**src/rtl/flash_cmd_decoder.sv**
```systemverilog
module flash_cmd_decoder #(
  parameter int ADDR_W = 17,
  parameter int DATA_W = 8,
  parameter int CMP_W  = 15,
  parameter int SECT_W = 3,
  parameter logic [CMP_W-1:0]  UNLK_ADDR_1 = 15'h5555,
  parameter logic [CMP_W-1:0]  UNLK_ADDR_2 = 15'h2AAA,
  parameter logic [DATA_W-1:0] UNLK_DATA_1 = 8'hAA,
  parameter logic [DATA_W-1:0] UNLK_DATA_2 = 8'h55,
  parameter logic [DATA_W-1:0] OP_RESET    = 8'hF0,
  parameter logic [DATA_W-1:0] OP_PROG     = 8'hA0,
  parameter logic [DATA_W-1:0] OP_ERASE    = 8'h80,
  parameter logic [DATA_W-1:0] OP_CHIP     = 8'h10,
  parameter logic [DATA_W-1:0] OP_SECTOR   = 8'h30
) (
  input  logic              clk,
  input  logic              rst_n,
  input  logic              wr_en,
  input  logic [ADDR_W-1:0] wr_addr,
  input  logic [DATA_W-1:0] wr_data,
  input  logic              busy,
  input  logic              lockout,
  output logic              read_mode,
  output logic              req_reset,
  output logic              req_prog,
  output logic [ADDR_W-1:0] prog_addr,
  output logic [DATA_W-1:0] prog_data,
  output logic              req_chip_erase,
  output logic              req_sector_erase,
  output logic [SECT_W-1:0] sector_num
);
  localparam int SECT_LSB = ADDR_W - SECT_W;

  typedef enum logic [2:0] {
    ST_READ, ST_UNLK1, ST_UNLK2, ST_PROG, ST_ERS0, ST_ERS1, ST_ERS2
  } seq_t;

  seq_t seq_q, seq_d;
  logic go_reset, go_prog, go_chip, go_sector;

  wire take  = wr_en & ~busy & ~lockout;
  wire at_a1 = (wr_addr[CMP_W-1:0] == UNLK_ADDR_1);
  wire at_a2 = (wr_addr[CMP_W-1:0] == UNLK_ADDR_2);
  wire unl1  = at_a1 && (wr_data == UNLK_DATA_1);
  wire unl2  = at_a2 && (wr_data == UNLK_DATA_2);

  always_comb begin
    seq_d     = seq_q;
    go_reset  = 1'b0;
    go_prog   = 1'b0;
    go_chip   = 1'b0;
    go_sector = 1'b0;
    if (take) begin
      seq_d = ST_READ;
      unique case (seq_q)
        ST_READ:  if (unl1) seq_d = ST_UNLK1;
        ST_UNLK1: if (unl2) seq_d = ST_UNLK2;
        ST_UNLK2: if (at_a1) begin
          if (wr_data == OP_RESET)      go_reset = 1'b1;
          else if (wr_data == OP_PROG)  seq_d = ST_PROG;
          else if (wr_data == OP_ERASE) seq_d = ST_ERS0;
        end
        ST_PROG:  go_prog = 1'b1;
        ST_ERS0:  if (unl1) seq_d = ST_ERS1;
        ST_ERS1:  if (unl2) seq_d = ST_ERS2;
        ST_ERS2: begin
          if (at_a1 && wr_data == OP_CHIP) go_chip = 1'b1;
          else if (wr_data == OP_SECTOR)   go_sector = 1'b1;
        end
        default: seq_d = ST_READ;
      endcase
    end
  end

  always_ff @(posedge clk or negedge rst_n) begin
    if (!rst_n) begin
      seq_q            <= ST_READ;
      req_reset        <= 1'b0;
      req_prog         <= 1'b0;
      req_chip_erase   <= 1'b0;
      req_sector_erase <= 1'b0;
      prog_addr        <= '0;
      prog_data        <= '0;
      sector_num       <= '0;
    end else begin
      seq_q            <= lockout ? ST_READ : seq_d;
      req_reset        <= go_reset;
      req_prog         <= go_prog;
      req_chip_erase   <= go_chip;
      req_sector_erase <= go_sector;
      if (go_prog) begin
        prog_addr <= wr_addr;
        prog_data <= wr_data;
      end
      if (go_sector) sector_num <= wr_addr[ADDR_W-1:SECT_LSB];
    end
  end

  assign read_mode = (seq_q == ST_READ);
endmodule

```
**config.mk**
```make
export PLATFORM = sky130hd
export DESIGN_NAME = flash_cmd_decoder
export DESIGN_NICKNAME = d
export VERILOG_FILES = /design/src/rtl/flash_cmd_decoder.sv
export SDC_FILE = /design/constraint.sdc
export NUM_CORES = 1
export LEC_CHECK = 0
export BUFFER_PORTS_ARGS = -buffer_cell sky130_fd_sc_hd__buf_2
export CORE_ASPECT_RATIO = 1.2
export CORE_MARGIN = 3
export CORE_UTILIZATION = 47
export CTS_CLUSTER_SIZE = 25
export DETAILED_ROUTE_END_ITERATION = 12
export PLACE_DENSITY_LB_ADDON = 0.1
export SYNTH_ARGS = -nofsm -noshare
export SYNTH_HDL_FRONTEND = slang
export SYNTH_SLANG_ARGS = --single-unit
```
**constraint.sdc**
```tcl
create_clock -name clk -period 2.2 [get_ports clk]
set_input_delay 0.11 -clock clk [delete_from_list [all_inputs] [get_ports clk]]
set_output_delay 0.11 -clock clk [all_outputs]
set_load 0.03 [all_outputs]
```
==> results of run 1 <==
-- timing repair --
| item | 4_1_cts | 5_1_grt |
|---|---|---|
| setup endpoints to repair | 0 | 0 |
| hold buffers | 2 | 0 |
| hold endpoints to repair | 36 | 0 |
-- registers in the layout (all words and copies together) (netlist names) --
name	cells
sector_num	3
req_reset	1
req_chip_erase	1
prog_data	8
req_sector_erase	1
prog_addr	17
req_prog	1
seq_q	3
-- synthesized netlist by cell type, types with 2 or more instances --
master / number
nor4b_1: 2
a21o_1: 2
buf_2: 3
inv_1: 3
nor4bb_1: 6
nand3_1: 2
nor3_1: 3
nand4_1: 6
mux2_2: 28
nor2_1: 5
nand2_1: 4
nor4_1: 2
dfrtp_1: 35
-- per-layer routing --
| layer | track usage | up-vias | share of wire |
|---|---|---|---|
| li1 | - | 589 | - |
| met1 | 0.239 | 610 | 0.41 |
| met2 | 0.304 | 47 | 0.50 |
| met3 | 0.0524 | 6 | 0.078 |
| met4 | 0.106 | 0 | 0.015 |
| met5 | 0 | - | 0 |
-- power groups by stage --
stage	combinational [uW]	clock, uW	sequential (uW)
after floorplan	17.2	0	656
after global placement	71.2	0	656
after detailed placement	73.3	0	656
after CTS	76.1	407	643
after global routing	84.5	440	643
final	75.0	395	643
-- area by class of cell --
class,count,area (um2)
Tap cell,36,45.0
Inverter,3,11.3
Timing Repair Buffer,66,345
Multi-Input combinational cell,76,657
Clock buffer,8,68.8
Sequential cell,35,876
Fill cell,232,1110
-- worst reg2reg max path: stages (launching register included) --
cell and delay (ns):
dfrtp_1 0.47, or4bb_1 0.51, or4_4 0.49, o22ai_1 0.19, a21o_1 0.13
-- worst min path at each step --
stage | cells after the start | from | to
after global routing | 2 | wr_addr[16] | sector_num[2]
after CTS | 2 | wr_addr[16] | sector_num[2]
final | 2 | wr_addr[16] | sector_num[2]
after floorplan | 0 | rst_n | prog_addr[0]
after detailed placement | 1 | rst_n | req_reset
after global placement | 1 | rst_n | seq_q[0]
-- cells by family after synthesis --
family | count (synthesis) | share of synthesized area
AOI/OAI and AO/OA | 9 | 0.0441
buffers and inverters | 6 | 0.0169
DFF | 35 | 0.562
muxes | 28 | 0.202
and+or+nand+nor | 39 | 0.175
-- stage by stage --
| stage | setup slack, ns | util | instances | instance area [um2] |
|---|---|---|---|---|
| after global placement | 0.436 | 0.615 | 214 | 1910 |
| after floorplan | 0.480 | - | 117 | 1560 |
| after global routing | 0.271 | 0.644 | 224 | 2000 |
| after detailed placement | 0.395 | 0.615 | 214 | 1910 |
| final | 0.357 | 0.644 | 224 | 2000 |
| after CTS | 0.365 | 0.644 | 224 | 2000 |
==> impl_metrics.py, run 1 <==
metrics = {
    "power_and_ir_drop": {
        "pwr-share-clk": 0.355,
        "cellPowerDensity_nw_per_um2": 556,
        "vdd_ir_drop_max_v": 0.000437,
        "internal-power_uw": 863,
        "power.share.combinational": 0.067,
        "power.switching_uw": 251,
        "totalPowerFinal_uw": 1110,
        "switching_share": 0.225,
        "seq_power_share": 0.577,
        "leakagePower_uw": 0.00110,
    },
    "yosys": {
        "ys_seq_area_frac": 0.562,
        "synth_top_area_share": 0.562,
        "synth_cell_type_count": 29,
        "postSynthCellCount": 117,
        "syn_nets": 147,
        "synth_edf_count": 0,
        "ys_warn_count": 0,
        "synth-main-ff-cell": "dfrtp_1",
        "syn_avg_cell_area_um2": 13.3,
        "async_flop_share": 1.00,
        "synth-seq-cells": 35,
        "yosysTopAreaCell": "dfrtp_1",
        "syn_area_um2": 1560,
        "synthTopCellsByArea": "dfrtp_1 56%, mux2_2 20%, nor4bb_1 3.9%",
    },
    "clock_tree": {
        "postCtsSetupBuffers": 0,
        "cts_buffer_depth": 2,
        "root_buffer": "clkbuf_4",
        "cts_resized": 0,
        "cts_tree": "yes",
        "cts_buffers": 5,
        "insertion_delay_ns": 0.33,
        "clock_sinks": 35,
        "cts_max_level": 2,
        "clk_pin_slew_ns": 0.10,
    },
    "timing": {
        "worst_pin_slew_ns": 0.739,
        "tns_ns": 0,
        "setup_violations": 0,
        "hold_viol": 0,
        "min_period_ns": 1.84,
        "clock.fmax_mhz": 542,
        "rsz0062_at_grt": "false",
        "skew_ns": 0.00961,
        "period_share": 0.838,
        "max_slew_margin": 0.507,
        "slew_violations": 0,
        "hold_slack_ns": 0.0188,
    },
    "routing": {
        "initialDrtViolationCount": 22,
        "num_vias": 1252,
        "vias_per_cell": 5.59,
        "post-route-drc-count": 0,
        "wl_per_cell_um": 15.7,
        "wirelength_mm": 3.51,
        "dr.pass1.iters": 4,
        "final_antenna_net_count": 0,
    },
    "finish": {
        "final_common_cell": "buf_2",
        "area_growth_syn_to_layout_pct": 28.5,
        "layout_common_cells": "62 x buf_2, 35 x dfrtp_1, 28 x mux2_2",
        "nets": 217,
        "diodes": 0,
        "drive_gt1_frac": 0.553,
    },
    "global_route": {
        "grt.total_usage": 0.194,
        "grt_max_degree": 36,
        "grt_pass1_wl_mm": 6.11,
        "grt_overflow": 0,
        "grt_pass1_vias": 1376,
        "antenna_found_initial": 0,
    },
    "flow_run": {
        "maxCapViolCount": 0,
    },
    "floorplanning": {
        "core.rowCount": 22,
        "die_h_um": 69.1,
        "start_util": 0.501,
        "dieArea_um2": 4050,
        "floorplan.io_pins": 63,
        "coreArea_um2": 3110,
        "die_w_um": 58.6,
    },
    "place": {
        "routabilityCongestion": 0.923,
        "post-dp-hpwl_mm": 2.67,
        "portBuffers": 62,
    },
    "run_status": {
        "status": "complete, no violations",
    },
    "setup_path": {
        "critPathMaxStageDelay_ns": 0.51,
        "cp.depth": 4,
        "worst-r2r-cell-count": 4,
        "critPathCaptureType": "flop",
        "path_cells": "or4bb_1 > or4_4 > o22ai_1 > a21o_1",
        "r2r_end": "seq_q[2]",
        "r2r_slack_ns": 0.36,
        "critPathLaunch": "seq_q[1]",
        "cp.required_ns": 2.48,
        "path_class": "flop to flop",
        "cpMaxStageDelayCell": "or4bb_1",
        "cp-start-kind": "flop",
        "r2r_start": "seq_q[1]",
        "critPathCapture": "seq_q[2]",
        "cp_top_family": "simple AND/OR/NAND/NOR gates",
        "crit_fanout": 9,
        "path_buf_inv": 0,
        "arrival_ns": 2.13,
    },
    "worst_hold_path": {
        "hold_class": "input port to flop",
    },
}
No activity file was read; power rests on OpenSTA's default activity.
==> run 2, diff against run 1 <==
--- a/config.mk
+++ b/config.mk
@@ -8,7 +8,7 @@
 export BUFFER_PORTS_ARGS = -buffer_cell sky130_fd_sc_hd__buf_2
 export CORE_ASPECT_RATIO = 1.2
 export CORE_MARGIN = 3
-export CORE_UTILIZATION = 47
+export CORE_UTILIZATION = 43
 export CTS_CLUSTER_SIZE = 25
 export DETAILED_ROUTE_END_ITERATION = 12
 export PLACE_DENSITY_LB_ADDON = 0.1
==> constraint.sdc (replaced) <==
create_clock -name clk -period 1.66 [get_ports clk]
set_input_delay 0.083 -clock clk [delete_from_list [all_inputs] [get_ports clk]]
set_output_delay 0.083 -clock clk [all_outputs]
set_load 0.03 [all_outputs]
==> run 2 against run 1 <==
  * The flow now finishes with violations (setup timing)
  * Combinational power is 45% higher
  * Critical path depth stayed put
  * Sequential cell count stayed put
  * Wire length is 11% higher
  * Register-to-register slack worse by 0.37 ns
  * Clock skew is 0.0012 ns higher
==> impl_metrics.py, run 2 (same netlist as run 1, synthesis figures left out) <==
metrics = {
    "run_status": {
        "status": "finished, violations left",
        "violations": "setup timing",
    },
    "finish": {
        "diodes": 0,
        "nets": 222,
        "largest_reg_flops": 17,
        "area_growth_syn_to_layout_pct": 35.3,
        "num-fill-cells": 292,
        "reg_top3": "prog_addr x17, prog_data x8",
        "drive_gt1_frac": 0.575,
        "final_common_cell": "buf_2",
        "layout_common_cells": "62 x buf_2, 35 x dfrtp_1, 28 x mux2_2",
        "regMostFlops": "prog_addr",
    },
    "global_route": {
        "grt_pass1_wl_mm": 6.42,
        "antenna_found_initial": 0,
        "grt_pass1_vias": 1417,
        "grt.total_usage": 0.196,
        "grt_overflow": 0,
        "grt_max_degree": 36,
    },
    "place": {
        "portBuffers": 62,
        "routabilityCongestion": 0.928,
        "pre_cts_ws_ns": -0.0574,
        "post-dp-hpwl_mm": 2.96,
    },
    "clock_tree": {
        "cts_max_level": 2,
        "insertion_delay_ns": 0.29,
        "root_buffer": "clkbuf_8",
        "cts_buffers": 5,
        "cts_tree": "yes",
        "postCtsSetupBuffers": 0,
        "clock_sinks": 35,
        "clk_pin_slew_ns": 0.07,
        "cts_buffer_depth": 2,
    },
    "setup_path": {
        "arrival_ns": 1.89,
        "crit_fanout": 2,
        "critPathCaptureType": "flop",
        "path_class": "flop to flop",
        "cp.required_ns": 1.88,
        "cp-start-kind": "flop",
    },
    "routing": {
        "post-route-drc-count": 0,
        "dr.pass1.iters": 4,
        "wirelength_mm": 3.89,
        "final_antenna_net_count": 0,
        "vias_per_cell": 5.60,
        "wl_per_cell_um": 16.9,
        "initialDrtViolationCount": 45,
        "num_vias": 1287,
    },
    "timing": {
        "rsz0062_at_grt": "true",
        "clock.fmax_mhz": 599,
        "period_share": 1.01,
        "skew_ns": 0.0108,
        "setup_violations": 1,
        "setup_slack_ns": -0.00981,
        "min_period_ns": 1.67,
        "worst_pin_slew_ns": 0.740,
        "max_slew_margin": 0.507,
        "hold_viol": 0,
        "slew_violations": 0,
    },
    "floorplanning": {
        "start_util": 0.455,
        "floorplan.io_pins": 63,
        "coreArea_um2": 3420,
        "die_h_um": 72.0,
        "die_w_um": 61.0,
        "dieArea_um2": 4390,
        "core.rowCount": 23,
    },
    "flow_run": {
        "maxCapViolCount": 0,
    },
    "power_and_ir_drop": {
        "leakagePower_uw": 0.00116,
        "totalPowerFinal_uw": 1870,
        "vdd_ir_drop_max_v": 0.000890,
        "cellPowerDensity_nw_per_um2": 885,
    },
    "worst_hold_path": {
        "hold_class": "input port to flop",
    },
}
-- run 2: metrics by stage --
step / setup TNS (ns) / cells / hold slack, ns / utilization / area [um2]
3_3_place_gp: -0.00327 / 221 / 0.185 / 0.573 / 1960
4_1_cts: -0.00525 / 230 / 0.0378 / 0.614 / 2100
2_1_floorplan: -0.0918 / 117 / -0.213 / - / 1560
3_5_place_dp: -0.0953 / 221 / 0.202 / 0.573 / 1960
5_1_grt: -0.0783 / 230 / 0.0382 / 0.616 / 2110
6_report: -0.00981 / 230 / 0.0413 / 0.616 / 2110
-- run 2: worst paths after layout --
kind	startpoint	endpoint	slack, ns	depth (start not counted)
min in group asynchronous	rst_n	prog_addr[2]	0.40	2
setup reg to reg	seq_q[1]	seq_q[1]	-0.01	4
max in group asynchronous	rst_n	prog_data[1]	0.79	2
hold reg to reg	prog_data[3]	prog_data[3]	0.50	1
setup / recovery	seq_q[1]	seq_q[1]	-0.01	4
hold / removal	wr_addr[15]	sector_num[1]	0.04	2
-- run 2: report_power, final --
part	total (uW)	internal, uW	switching, uW
registers	852	852	0.00000281
clock network	905	600	305
logic	109	47.8	61.2
-- run 2: area by class of cell --
cell class                      count  area [um2]  area share
Sequential cell                    35         876       0.415
Timing Repair Buffer               71         380       0.180
Tap cell                           37        46.3      0.0219
Clock inverter                      2        60.1      0.0285
Multi-Input combinational cell     76         663       0.314
Clock buffer                        6        72.6      0.0344
Inverter                            3        11.3     0.00534
-- run 2: repair_timing --
| action | in CTS | in global routing |
|---|---|---|
| pin swaps | 1 | 1 |
| hold buffers | 1 | 0 |
| resized for setup | 0 | 1 |
| hold endpoints to repair | 35 | 0 |
| setup endpoints to repair | 2 | 2 |
| cloned | 0 | 0 |
-- run 2: worst max-delay path, cell delays in order (launching register included) --
cell and delay (ns):
dfrtp_1 0.38, or4bb_1 0.47, or4_4 0.44, o32a_2 0.20
o21ai_2 0.11
-- run 2: routing by layer --
metal  global-route usage  wire, um  part of all wire  vias to the layer above
li1                     -         -                 -                      600
met1                0.237      1590              0.41                      626
met2                0.325      1970              0.51                       54
met3               0.0605       258             0.066                        7
met4               0.0723        63             0.016                        0
met5                    0         0                 0                        -
